<file path="src/rtl/mpm_pkg.sv">
package mpm_pkg;

  typedef enum logic [1:0] {
    OP_PTR_RESET = 2'd0,
    OP_RUN_TO    = 2'd1,
    OP_SEG_LOAD  = 2'd2,
    OP_SEG_DUMP  = 2'd3
  } mpm_op_e;

  // strobes from control to datapath
  typedef struct packed {
    logic latchCmd;
    logic ptrClear;
    logic ptrStep;
    logic ptrRealign;
    logic rdCapture;
  } mpm_strobe_t;

endpackage

</file>
<file path="src/rtl/mpm_ptr_cnt.sv">
module mpm_ptr_cnt #(
  parameter int WORDS  = 1024,
  parameter int SEGS   = 5,
  parameter int ADDR_W = 10,
  parameter int SEG_W  = 3
) (
  input  logic              clk,
  input  logic              rstN,
  input  logic              clr,
  input  logic              step,
  input  logic              realign,
  output logic [ADDR_W-1:0] addr,
  output logic [SEG_W-1:0]  seg
);
  localparam logic [SEG_W-1:0]  SEG_TOP   = SEG_W'(SEGS - 1);
  localparam logic [ADDR_W-1:0] ADDR_LAST = ADDR_W'(WORDS - 1);

  always_ff @(posedge clk) begin
    if (!rstN) begin
      addr <= '0;
      seg  <= SEG_TOP;
    end else if (clr) begin
      addr <= '0;
      seg  <= SEG_TOP;
    end else if (realign) begin
      seg <= SEG_TOP;
    end else if (step) begin
      if (seg == '0) begin
        seg  <= SEG_TOP;
        addr <= (addr == ADDR_LAST) ? '0 : addr + 1'b1;
      end else begin
        seg <= seg - 1'b1;
      end
    end
  end
endmodule

</file>
<file path="src/rtl/mpm_ctrl.sv">
module mpm_ctrl
  import mpm_pkg::*;
#(
  parameter int NUM_MEM = 6,
  parameter int SEL_W   = 3
) (
  input  logic               clk,
  input  logic               rstN,
  input  logic               cmdValid,
  input  logic [1:0]         cmdOp,
  input  logic [SEL_W-1:0]   cmdMem,
  input  logic               procStopped,
  input  logic               addrHit,
  output logic               busy,
  output logic               done,
  output logic               writeEn,
  output logic [SEL_W-1:0]   selIdx,
  output logic [NUM_MEM-1:0] memSel,
  output mpm_strobe_t        strobe
);
  localparam logic [SEL_W:0] MEM_LIMIT = (SEL_W + 1)'(NUM_MEM);

  typedef enum logic {ST_IDLE, ST_EXEC} st_e;

  st_e              stQ;
  mpm_op_e          opQ;
  logic [SEL_W-1:0] selQ;
  logic             doneQ;
  logic             accept;
  logic             finish;

  assign accept = (stQ == ST_IDLE) && cmdValid && procStopped &&
                  ({1'b0, cmdMem} < MEM_LIMIT);
  assign finish = (stQ == ST_EXEC) && ((opQ != OP_RUN_TO) || addrHit);

  always_ff @(posedge clk) begin
    if (!rstN) begin
      stQ   <= ST_IDLE;
      opQ   <= OP_PTR_RESET;
      selQ  <= '0;
      doneQ <= 1'b0;
    end else begin
      doneQ <= finish;
      if (accept) begin
        stQ  <= ST_EXEC;
        opQ  <= mpm_op_e'(cmdOp);
        selQ <= cmdMem;
      end else if (finish) begin
        stQ <= ST_IDLE;
      end
    end
  end

  always_comb begin
    strobe          = '0;
    strobe.latchCmd = accept;
    writeEn         = 1'b0;
    if (stQ == ST_EXEC) begin
      unique case (opQ)
        OP_PTR_RESET: strobe.ptrClear = 1'b1;
        OP_RUN_TO: begin
          strobe.ptrRealign = addrHit;
          strobe.ptrStep    = !addrHit;
        end
        OP_SEG_LOAD: begin
          writeEn        = 1'b1;
          strobe.ptrStep = 1'b1;
        end
        OP_SEG_DUMP: begin
          strobe.rdCapture = 1'b1;
          strobe.ptrStep   = 1'b1;
        end
        default: ;
      endcase
    end
  end

  always_comb begin
    for (int i = 0; i < NUM_MEM; i++) begin
      memSel[i] = (stQ == ST_EXEC) && (selQ == SEL_W'(i));
    end
  end

  assign busy   = (stQ == ST_EXEC);
  assign done   = doneQ;
  assign selIdx = selQ;
endmodule

</file>
<file path="src/rtl/mpm_dp.sv">
module mpm_dp
  import mpm_pkg::*;
#(
  parameter int NUM_MEM = 6,
  parameter int WORDS   = 1024,
  parameter int SEGS    = 5,
  parameter int DATA_W  = 16,
  parameter int SEL_W   = 3,
  parameter int ADDR_W  = 10,
  parameter int SEG_W   = 3
) (
  input  logic              clk,
  input  logic              rstN,
  input  mpm_strobe_t       strobe,
  input  logic [SEL_W-1:0]  selIdx,
  input  logic [DATA_W-1:0] hostLow,
  input  logic [DATA_W-1:0] memRdData,
  output logic              addrHit,
  output logic [ADDR_W-1:0] memAddr,
  output logic [SEG_W-1:0]  memSeg,
  output logic [DATA_W-1:0] memWrData,
  output logic [DATA_W-1:0] dumpData
);
  logic [ADDR_W-1:0] addrArr [NUM_MEM];
  logic [SEG_W-1:0]  segArr  [NUM_MEM];
  logic [ADDR_W-1:0] targetQ;
  logic [DATA_W-1:0] wrDataQ;
  logic [DATA_W-1:0] dumpQ;

  for (genvar g = 0; g < NUM_MEM; g++) begin : g_ptr
    logic own;
    assign own = (selIdx == SEL_W'(g));
    mpm_ptr_cnt #(
      .WORDS (WORDS),
      .SEGS  (SEGS),
      .ADDR_W(ADDR_W),
      .SEG_W (SEG_W)
    ) u_cnt (
      .clk    (clk),
      .rstN   (rstN),
      .clr    (strobe.ptrClear && own),
      .step   (strobe.ptrStep && own),
      .realign(strobe.ptrRealign && own),
      .addr   (addrArr[g]),
      .seg    (segArr[g])
    );
  end

  always_ff @(posedge clk) begin
    if (!rstN) begin
      targetQ <= '0;
      wrDataQ <= '0;
      dumpQ   <= '0;
    end else begin
      if (strobe.latchCmd) begin
        targetQ <= hostLow[ADDR_W-1:0];
        wrDataQ <= hostLow;
      end
      if (strobe.rdCapture) begin
        dumpQ <= memRdData;
      end
    end
  end

  assign memAddr   = addrArr[selIdx];
  assign memSeg    = segArr[selIdx];
  assign addrHit   = (memAddr == targetQ);
  assign memWrData = wrDataQ;
  assign dumpData  = dumpQ;
endmodule

</file>
<file path="src/rtl/mpm_seg_loader.sv">
module mpm_seg_loader
  import mpm_pkg::*;
#(
  parameter int NUM_MEM = 6,
  parameter int WORDS   = 1024,
  parameter int SEGS    = 5,
  parameter int DATA_W  = 16,
  localparam int SEL_W  = (NUM_MEM > 1) ? $clog2(NUM_MEM) : 1,
  localparam int ADDR_W = $clog2(WORDS),
  localparam int SEG_W  = (SEGS > 1) ? $clog2(SEGS) : 1
) (
  input  logic               clk,
  input  logic               rstN,
  input  logic               cmdValid,
  input  logic [1:0]         cmdOp,
  input  logic [SEL_W-1:0]   cmdMem,
  input  logic               procStopped,
  input  logic [DATA_W-1:0]  hostData,
  output logic               busy,
  output logic               done,
  output logic [NUM_MEM-1:0] memSel,
  output logic [ADDR_W-1:0]  memAddr,
  output logic [SEG_W-1:0]   memSeg,
  output logic               memWe,
  output logic [DATA_W-1:0]  memWrData,
  input  logic [DATA_W-1:0]  memRdData,
  output logic [DATA_W-1:0]  dumpData
);
  mpm_strobe_t      strobe;
  logic [SEL_W-1:0] selIdx;
  logic             addrHit;

  mpm_ctrl #(
    .NUM_MEM(NUM_MEM),
    .SEL_W  (SEL_W)
  ) u_ctrl (
    .clk        (clk),
    .rstN       (rstN),
    .cmdValid   (cmdValid),
    .cmdOp      (cmdOp),
    .cmdMem     (cmdMem),
    .procStopped(procStopped),
    .addrHit    (addrHit),
    .busy       (busy),
    .done       (done),
    .writeEn    (memWe),
    .selIdx     (selIdx),
    .memSel     (memSel),
    .strobe     (strobe)
  );

  mpm_dp #(
    .NUM_MEM(NUM_MEM),
    .WORDS  (WORDS),
    .SEGS   (SEGS),
    .DATA_W (DATA_W),
    .SEL_W  (SEL_W),
    .ADDR_W (ADDR_W),
    .SEG_W  (SEG_W)
  ) u_dp (
    .clk      (clk),
    .rstN     (rstN),
    .strobe   (strobe),
    .selIdx   (selIdx),
    .hostLow  (hostData),
    .memRdData(memRdData),
    .addrHit  (addrHit),
    .memAddr  (memAddr),
    .memSeg   (memSeg),
    .memWrData(memWrData),
    .dumpData (dumpData)
  );
endmodule

</file>
<file path="config.mk">
export PLATFORM = sky130hd
export DESIGN_NAME = mpm_seg_loader
export DESIGN_NICKNAME = d
export VERILOG_FILES = /design/src/rtl/mpm_pkg.sv /design/src/rtl/mpm_ptr_cnt.sv /design/src/rtl/mpm_ctrl.sv /design/src/rtl/mpm_dp.sv /design/src/rtl/mpm_seg_loader.sv
export SDC_FILE = /design/constraint.sdc
export NUM_CORES = 1
export LEC_CHECK = 0
export ABC_AREA = 0
export BUFFER_PORTS_ARGS = -buffer_cell sky130_fd_sc_hd__buf_4
export CORE_UTILIZATION = 60
export DETAILED_ROUTE_END_ITERATION = 8
export GPL_ROUTABILITY_DRIVEN = 0
export PLACE_DENSITY = 0.83
export SYNTH_ARGS = -nofsm -noshare
export SYNTH_HDL_FRONTEND = slang
export SYNTH_SLANG_ARGS = --single-unit
</file>
<file path="constraint.sdc">
create_clock -name clk -period 4.4 [get_ports clk]
set_input_delay 0 -clock clk [delete_from_list [all_inputs] [get_ports clk]]
set_output_delay 0 -clock clk [all_outputs]
set_load 0.005 [all_outputs]
</file>
==> metrics list <==
- The library cells used most frequently in the layout, excluding fill and tap cells, are nand2_1, dfxtp_1, buf_4.
- Post-route minimum period: ~3.7 ns
* Combinational family with the most area after synthesis: simple AND/OR/NAND/NOR gates
- Timing would allow up to between 0.2 and 0.3 GHz.
* Routed WL: roughly 21000 µm
* Total gr overflow: 0
- The number of antenna violations at the first check in global routing came to 1.
- For the final database, setup skew stands at 0.00715 ns.
* Number of nets in the finished design: 1011
- DR pass1 iterations: 9
* Post-synthesis register bit count: 117
* Flop pwr share: 41.0%
* Initial cell density of the core: 62.3%
- Crit. End Element: flop
* Count of input and output buffers: 94
- The worst hold path belongs to the class primary input to flop.
- The synthesized design spends more area on one cell type than any other, namely dfxtp_1.
- The critical path goes through buf_4, nand2b_1, nor2_1, or3_1, a2111oi_2, nand4_1, buf_4, and2_1, a32o_1.
- In this run the worst path has a maximum fanout of 53.
* Vias in the first global route: 6898
- For this run, the register share of the synthesized area comes to 34.4%.
- CTS placed an instance of clkbuf_16 at the clock tree root.
- STA puts the critical path data required time at about 4.7 ns.
* Logic pwr share: a little under 10%
- Die Y: ~110 µm
* Net switching power: between 0.6 and 0.7 mW
* CP max-delay cell: dfxtp_1
* Clock tree from TritonCTS: built
- At the worst endpoint, the arrival time is 4.00 ns.
- Setup repair after global routing left no endpoint under its margin.
- The flow ran to the end, but the final reports show violations.
- Switching Share: 24.2%
- Area post-placement: 0.00751 mm²
- During synthesis, Yosys emitted a total of 0 warnings.
- The floorplan has 38 rows.
* Element type at the critical path start: flop
- After detailed routing, the number of vias per cell comes to ~6.5.
- First-pass GRT wire length: 33700 µm
- In the synthesized netlist, mux cells make up 7.83% of the area.
- The total count of hold-check failures in the final report was 0.
* Number of synthesized flops with an enable pin: 0
- Summed over all cells, the static leakage comes to ~3.5 nW.
* Power per unit of standard cell area: 314 mW/mm²
- Summing the areas of all compound-gate instances in the mapped netlist gives 21.2% of the synthesized area.
* Number of top-level pins: 95
- Summing the areas of all and, or, nand and nor instances in the mapped netlist gives 28.9% of the synthesized area.
- In the final timing run, aggregate negative setup slack is 0 ns.
- The die covers 0.0118 mm².
* Number of fillers in the final layout: 707
* Worst skew pair latency: 0.42 ns
* Fraction of final layout cells with drive strength greater than 1: 18.2%
- The total count of max-transition violations in the final report came to 0.
- Leaving out fill and tap cells, the most frequent cell in the layout is nand2_1.
* Routed WL per cell: a little under 20 µm
* Via total after detailed routing: 7205
- In the global route stage, met1 resource usage came out at approximately 42%.
* Cell-internal power: 2.01 mW
- Area share of fa/ha/maj cells after synthesis: under 10%
- Total CTS buffers: 17
- CTS Sinks: 117
- Area of all placed cells without fillers: about 0.0084 mm²
- In this run the biggest area consumer among cell types represents 34.4% of the synthesized area.
- After technology mapping, the gate count stands at ~850.
* Ys async rst share: 0%
- After layout, the worst path uses 83.9% of the clock period.
- Counting both buffers and inverters, the worst setup path holds a total of 2.
* Horizontal die dimension: 109 µm
- Clock transition time at the flip-flop clock pins of the worst setup and hold paths: 0.05 ns
- Compared with the post-synthesis result, the final layout area differs by 23.9%.
* Number of violations reported at the end of detailed-routing iteration 0: 982
- The clock tree synthesis step divided the H-tree into 4 levels.
* Post-synthesis xor/xnor area fraction: less than 1%
- In this run the remaining antenna-violating nets after routing total 0.
* Met2 global-route usage: 62.7%
* Category of cells accounting for the largest share of critical-path delay: simple AND/OR/NAND/NOR gates
* Clock network power share: 49.3%
- Detailed placement ended at an HPWL of 13900 µm.
- For this run, design rule violations remaining after detail routing come to 1.
- Setup CP Type: flop to flop
- Main area contributors after synthesis: dfxtp_1, nand2_1, a21boi_0, mux2i_1, nor2_1
* Largest stage delay on the critical path: 0.73 ns
- IR analysis of the VDD net gives a maximum drop of ~340 µV.
* Mapped Area: 0.00681 mm²
* Maximum number of pins on one net before global-route repair: 54
- The number of nets in the synthesized netlist is 905.
- Number of instances resized during post-cts repair: 0
- Total of max-cap violations: 0
- The total area inside the core boundary comes to 0.0109 mm².
- Among all flip-flop cells after synthesis, the most frequent one is dfxtp_1.
- Post-synthesis average cell area: 7.99 µm²
* Most frequent cell on the critical path: buf_4
- Worst-margin pin slew: about 1.3 ns
* Violations in the final reports: design-rule violations
- Total track usage: 37.1%
* Global route hottest layer: met2
- Counting distinct cell types in the post-synthesis netlist gives 66.
- Buffer depth of the longest clock path: 2
- Number of setup violations in the final report: 0
* Normalized max-slew margin: a little under an eighth
- In the global route stage, met3 resource usage came out at approximately 8.8%.
==> cell type report <==
type / count / area, µm² / share of cell area, %
antenna: 1 / 2.50 / 0.0297
clock buffer: 26 / 509 / 6.03
clock inverter: 4 / 45.0 / 0.534
inverter: 19 / 71.3 / 0.845
multi-input combinational: 662 / 4140 / 49.1
sequential: 117 / 2340 / 27.8
tap: 140 / 175 / 2.08
timing repair buffer: 141 / 1150 / 13.6
==> through the flow <==
step | power (mW) | utilization [%] | hold WS, ns | instances | setup slack [ns]
floorplan | 1.26 | - | 0.145 | 852 | 1.75
global placement | 1.32 | 68.7 | 0.262 | 1042 | 0.970
detailed placement | 1.33 | 68.7 | 0.271 | 1042 | 0.884
CTS | 2.64 | 77.1 | 0.0641 | 1109 | 0.868
global route | 2.72 | 77.2 | 0.114 | 1110 | 0.494
finish | 2.65 | 77.2 | 0.0946 | 1110 | 0.708
==> cell families (layout without fill, tap and decap cells) <==
group	after synthesis	count (layout)
DFF	117	117
muxes	46	46
xor gates and xnor gates	6	6
buffers and inverters	73	190
adders and majority gates	12	12
AOI/OAI and AO/OA	189	189
other	0	1
and+or+nand+nor	409	409
==> power by group through the flow <==
stage,sequential (mW),clock (mW),combinational [mW]
after floorplan,1.10,0,0.157
after global placement,1.11,0,0.211
after detailed placement,1.11,0,0.218
after CTS,1.09,1.30,0.245
after global routing,1.09,1.36,0.272
final,1.09,1.31,0.256
==> cell usage after synthesis (5+ instances only) <==
cell type and number:
a21oi_1 16, a32o_1 16, mux2_2 15, a31oi_1 18, mux2i_1 24, a31o_1 12, o21ai_0 21, clkbuf_1 36
buf_2 10, nor2_1 59, nand4_1 17, or4_1 9, o21ai_1 6, or3_1 12, a221oi_2 6, nand3_1 41
inv_1 19, ha_1 12, nand2b_1 7, or2_2 7, a21boi_0 38, dfxtp_1 117, o22ai_1 6, nor3_1 20
and2_1 13, o31ai_1 6, and3_1 33, nand2_1 171, a22oi_1 5
==> worst reg2reg max path: stages (launching register included) <==
cell       delay, ns
dfxtp_1         0.73
buf_4           0.35
nand2b_1        0.31
nor2_1          0.13
or3_1           0.39
a2111oi_2       0.55
nand4_1         0.18
buf_4           0.33
and2_1          0.35
a32o_1          0.26
==> registers in the layout (all words and copies together), names as in the netlist <==
signal and count:
u_ctrl.selIdx 3, u_dp.g_ptr.u_cnt.addr 60, u_ctrl.busy 1, u_dp.memWrData 16
u_dp.dumpData 16, u_dp.g_ptr.u_cnt.seg 18, u_ctrl.done 1, u_ctrl.opQ 2
==> metal layers <==
| metal | part of all wire, % | vias up |
|---|---|---|
| met5 | 0 | - |
| met3 | 7.4 | 95 |
| met2 | 49 | 417 |
| li1 | - | 3307 |
| met4 | 4.8 | 0 |
| met1 | 39 | 3386 |
==> worst paths after layout <==
check | cells after the start | slack [ns] | start | end
max | 9 | 0.71 | u_ctrl.selIdx[1] | u_dp.g_ptr[3].u_cnt.addr[9]
min | 3 | 0.09 | rstN | u_ctrl.done
max reg2reg | 9 | 0.71 | u_ctrl.selIdx[1] | u_dp.g_ptr[3].u_cnt.addr[9]
min reg2reg | 2 | 0.47 | u_dp.dumpData[8] | u_dp.dumpData[8]
==> timing repair <==
item | in CTS | in global routing
endpoints found under the hold margin | 37 | 0
hold buffers | 37 | 0
setup buffers | 0 | 0
(Power assumes the default switching activity.)
